===== config.mk =====
export PLATFORM = sky130hd
export DESIGN_NAME = pcc_counter
export DESIGN_NICKNAME = d
export VERILOG_FILES = /design/src/rtl/pcc_pkg.sv /design/src/rtl/pcc_low_stage.sv /design/src/rtl/pcc_carry_regs.sv /design/src/rtl/pcc_high_stage.sv /design/src/rtl/pcc_counter.sv
export SDC_FILE = /design/constraint.sdc
export NUM_CORES = 1
export LEC_CHECK = 0
export ABC_AREA = 1
export BUFFER_PORTS_ARGS = -buffer_cell sky130_fd_sc_hd__buf_4
export CAP_MARGIN = 20
export CORE_MARGIN = 2
export CORE_UTILIZATION = 53
export DETAILED_ROUTE_END_ITERATION = 12
export PLACE_DENSITY = 0.81
export SYNTH_ARGS = -nofsm -noshare
export SYNTH_HDL_FRONTEND = slang
export SYNTH_SLANG_ARGS = --single-unit

===== constraint.sdc =====
create_clock -name clk -period 2.1 [get_ports clk]
set_input_delay 0 -clock clk [delete_from_list [all_inputs] [get_ports clk]]
set_output_delay 0 -clock clk [all_outputs]
set_load 0.03 [all_outputs]

===== src/rtl/pcc_pkg.sv =====
package pcc_pkg;
  // default width of the fast low field
  localparam int unsigned PCC_LOW_W = 3;

  function automatic int unsigned pcc_up_width(input int unsigned width, input int unsigned low_w);
    return width - low_w;
  endfunction
endpackage


===== src/rtl/pcc_low_stage.sv =====
module pcc_low_stage #(
  parameter int unsigned LOW_W = 3
) (
  input  logic             clk,
  input  logic             rst,
  input  logic             en,
  output logic [LOW_W-1:0] low_q,
  output logic             low_full
);
  always_ff @(posedge clk) begin
    if (rst)     low_q <= '0;
    else if (en) low_q <= low_q + 1'b1;
  end

  // short AND: the only combinational carry in the clock-critical path
  assign low_full = &low_q;
endmodule


===== src/rtl/pcc_carry_regs.sv =====
module pcc_carry_regs #(
  parameter int unsigned UP_W = 13
) (
  input  logic            clk,
  input  logic            rst,
  input  logic            en,
  input  logic            low_full,
  input  logic [UP_W-1:0] up_q,
  output logic [UP_W:0]   pre_q
);
  // pre_q[i] : all upper bits below position i are one; pre_q[UP_W] : all upper ones
  localparam logic [UP_W:0] PRE_AT_ZERO = {{UP_W{1'b0}}, 1'b1};

  logic [UP_W:0] chain;

  assign chain[0] = 1'b1;
  generate
    for (genvar i = 1; i <= UP_W; i++) begin : g_chain
      assign chain[i] = chain[i-1] & up_q[i-1];
    end
  endgenerate

  // slow chain: sampled only on enabled edges away from the low-field all-ones state
  always_ff @(posedge clk) begin
    if (rst)                   pre_q <= PRE_AT_ZERO;
    else if (en && !low_full)  pre_q <= chain;
  end
endmodule


===== src/rtl/pcc_high_stage.sv =====
module pcc_high_stage #(
  parameter int unsigned UP_W = 13
) (
  input  logic            clk,
  input  logic            rst,
  input  logic            en,
  input  logic            low_full,
  input  logic [UP_W:0]   pre_q,
  output logic [UP_W-1:0] up_q,
  output logic            wrap_q
);
  logic step;
  logic [UP_W-1:0] toggle;

  assign step   = en & low_full;
  assign toggle = pre_q[UP_W-1:0];

  always_ff @(posedge clk) begin
    if (rst)       up_q <= '0;
    else if (step) up_q <= up_q ^ toggle;
  end

  always_ff @(posedge clk) begin
    if (rst) wrap_q <= 1'b0;
    else     wrap_q <= step & pre_q[UP_W];
  end
endmodule


===== src/rtl/pcc_counter.sv =====
module pcc_counter #(
  parameter int unsigned WIDTH = 16,
  parameter int unsigned LOW_W = pcc_pkg::PCC_LOW_W
) (
  input  logic             clk,
  input  logic             rst,
  input  logic             en,
  output logic [WIDTH-1:0] count,
  output logic             wrap_o
);
  localparam int unsigned UP_W = pcc_pkg::pcc_up_width(WIDTH, LOW_W);

  logic [LOW_W-1:0] low_q;
  logic             low_full;
  logic [UP_W:0]    pre_q;
  logic [UP_W-1:0]  up_q;

  pcc_low_stage #(.LOW_W(LOW_W)) low_i (
    .clk(clk), .rst(rst), .en(en), .low_q(low_q), .low_full(low_full)
  );

  pcc_carry_regs #(.UP_W(UP_W)) carry_i (
    .clk(clk), .rst(rst), .en(en), .low_full(low_full), .up_q(up_q), .pre_q(pre_q)
  );

  pcc_high_stage #(.UP_W(UP_W)) high_i (
    .clk(clk), .rst(rst), .en(en), .low_full(low_full), .pre_q(pre_q),
    .up_q(up_q), .wrap_q(wrap_o)
  );

  assign count = {up_q, low_q};
endmodule


==> run summary <==
==================================================================================================
Wire length of the first global-routing pass                                               4240 um
Area growth from synthesis to layout                                                         19.9%
Net count after synthesis                                                                      155
Number of different library cells in the post-synthesis netlist                                 23
Share of Yosys cell area claimed by the top area cell type                                   0.499
Signal arrival time at the worst endpoint                                                  2.10 ns
DRC Markers                                                                                      0
Number of design-rule violations left by the first detailed-router iteration                    17
Static leakage                                                                            0.593 nW
Number of buffer cells added on primary ports                                                   19
Cells after Synth                                                                              150
Clock sinks                                                                                     30
GRT overflow                                                                                     0
Clock Root Buffer                                                                     sky130_fd_sc_hd__clkbuf_4
YS warnings                                                                                      0
Number of routed nets with antenna violations                                                    0
Most frequently used cell type in the post-synthesis netlist                          sky130_fd_sc_hd__dfxtp_1
Starting density of the core                                                                 0.554
Count of state elements after synthesis                                                         30
CTS HTree Levels                                                                                 2
Gates resized, CTS repair                                                                        0
Buffers from clock root to sink, at most                                                         2
Kind of capture point of the worst setup path                                             register
Maximum Capacitance Violations                                                                   0
Largest net degree at the start of global routing                                               18
Dominant synthesized flop cell                                                        sky130_fd_sc_hd__dfxtp_1
Height of the chip                                                                         51.6 um
End-of-flow core utilization                                                                 0.664
Maximum clock skew at final layout                                                      0.00726 ns
Vias                                                                                          1041
Total clock buffers created by CTS                                                               5
Detailed-router iteration count before antenna repair                                            6
Number of flops mapped to enable cells by yosys                                                  0
Horizontal die dimension                                                                   51.6 um
Max rail drop VDD                                                                         0.540 mV
Post-detailed-route wirelength per cell                                                    12.3 um
Number of antenna violations at the first check in global routing                                0
Half-perimeter wire length after placement                                                 1760 um
RR Endpoint                                                                           carry_i.pre_q[12]
Antenna diode count                                                                              0
Overall power consumption                                                                  1.00 mW
Core region area                                                                       0.00217 mm2
Drt via density                                                                               5.13
Overall fraction of global-route tracks in use                                               0.221
Critical path data required time                                                           2.37 ns
Share of synthesized flip-flops with an asynchronous set or reset                                0
Power per unit of standard cell area                                                    694 mW/mm2
Period minus WS final                                                                      1.83 ns
Clock Latency Late Sink                                                                    0.33 ns
Register-to-register setup slack                                                           0.27 ns
Post-layout net count                                                                          179
Most frequent cells after synthesis                                                   30 x sky130_fd_sc_hd__dfxtp_1, 26 x sky130_fd_sc_hd__nand2_1, 23 x sky130_fd_sc_hd__a21oi_1
Post-synthesis cell area                                                               0.00120 mm2
Clock transition time at the flip-flop clock pins of the worst setup and hold paths        0.09 ns
Status                                                                                complete, no violations
Worst slew slack as a fraction of its limit                                                  0.679
Pins over their slew limit                                                                       0
Max Freq                                                                                 0.547 GHz
TNS Setup                                                                                     0 ns
Type of the tightest min-delay check                                                  register to register
Placement row count                                                                             17
Most area-consuming cells after synthesis                                             sky130_fd_sc_hd__dfxtp_1 50%, sky130_fd_sc_hd__a21oi_1 9.6%, sky130_fd_sc_hd__nand2_1 8.1%
Vias in the first global route                                                                1010
Launching element type of the critical path                                               register
Top-Level Pins                                                                                  20
Worst Setup SP                                                                        low_i.low_q[0]
Total of endpoints with negative setup slack in the final report                                 0
Hold Violations, Final                                                                           0
Capture point of the worst path                                                       carry_i.pre_q[12]
Drt total wl                                                                               2500 um
Sequential-to-total area share from yosys stat                                               0.499
Kind of critical path                                                                 register to register
Number of cells traversed by the worst register-to-register path                                 8
Post-Synthesis Mean Instance Area                                                         8.02 um2
CTS tree                                                                                       yes
Final worst path period share                                                                0.870
Synth area leader                                                                     sky130_fd_sc_hd__dfxtp_1
Reg-to-reg startpoint                                                                 low_i.low_q[0]
Routability Congestion                                                                       0.810
Measured slew at the worst slew-check pin                                                 0.481 ns
Unrepaired setup endpoints after global routing                                              false
Maximum fanout along the worst path                                                              5
Area enclosed by the die boundary                                                      0.00267 mm2
Fraction of layout cells with a size suffix above 1                                          0.183
==================================================================================================
==> through the flow <==
step,cells,setup slack [ns],hold slack [ns],instance area [um2]
finish,203,0.272,0.454,1440
global route,203,0.154,0.481,1440
CTS,203,0.261,0.454,1440
detailed placement,193,0.273,0.292,1360
global placement,193,0.410,0.293,1360
floorplan,150,0.246,0.0691,1200
==> timing repair <==
item,4_1_cts,5_1_grt
endpoints found under the hold margin,15,0
hold buffers,2,0
buffers inserted,0,0
==> sequential cells by signal (all words and copies together), names as in the netlist <==
signal,cells
carry_i.pre_q,13
high_i.wrap_q,1
low_i.low_q,3
high_i.up_q,13
==> cell type report <==
type                    instances  area [um2]
inverters                      16        60.1
repair buffers                 23         178
clock inverters                 1        5.00
flip-flops and latches         30         601
multi-input cells              98         508
clock buffers                   7        55.1
well taps                      28        35.0
fillers                       208         728
==> worst min path at each step <==
stage,cells past startpoint,from,endpoint
finish,2,carry_i.pre_q[13],high_i.wrap_q
global route,2,carry_i.pre_q[13],high_i.wrap_q
CTS,2,carry_i.pre_q[13],high_i.wrap_q
detailed placement,3,en,low_i.low_q[0]
global placement,2,rst,carry_i.pre_q[12]
floorplan,1,rst,carry_i.pre_q[2]
==> critical path: stages (launching register included) <==
cell                      delay [ns]
sky130_fd_sc_hd__dfxtp_1        0.34
sky130_fd_sc_hd__ha_1           0.21
sky130_fd_sc_hd__ha_1           0.19
sky130_fd_sc_hd__or2_1          0.32
sky130_fd_sc_hd__nor2_8         0.17
sky130_fd_sc_hd__nand4_4        0.10
sky130_fd_sc_hd__nor2_4         0.16
sky130_fd_sc_hd__nand4_1        0.13
sky130_fd_sc_hd__a21oi_1        0.15
==> routing by layer <==
| layer | vias up | GRT usage | wire length [um] |
|---|---|---|---|
| met4 | 0 | 0.101 | 46 |
| li1 | 538 | - | - |
| met2 | 16 | 0.380 | 1280 |
| met1 | 482 | 0.237 | 1060 |
| met5 | - | 0 | 0 |
| met3 | 5 | 0.0891 | 110 |
==> power breakdown <==
| group | internal (mW) | switching (mW) | total (mW) |
|---|---|---|---|
| sequential | 0.575 | 0.00506 | 0.580 |
| combinational | 0.0233 | 0.0396 | 0.0629 |
| clock | 0.162 | 0.196 | 0.358 |
| total | 0.760 | 0.240 | 1.00 |
==> layout by cell type, fill, tap and decap left out, drive strengths merged <==
cell type    instances
ha                   2
a31oi                1
or2                  1
xnor2                1
clkbuf               7
a21oi               23
nor2                19
xor2                 1
o21ai                9
nand2               26
nand3b               1
dfxtp               30
inv                 16
nand4                4
buf                 21
o21a                 1
clkinv               1
dlygate4sd3          2
nand3                9
==> cells by family (layout without fill, tap and decap cells) <==
family	after synthesis	count (layout)	share of synthesized area
AND/OR/NAND/NOR	60	60	0.242
XOR/XNOR	2	2	0.0146
buffers and inverters	22	47	0.0780
AO/OA/AOI/OAI	34	34	0.145
adder cells (fa/ha/maj)	2	2	0.0208
flip-flops	30	30	0.499
(Power assumes the default switching activity.)
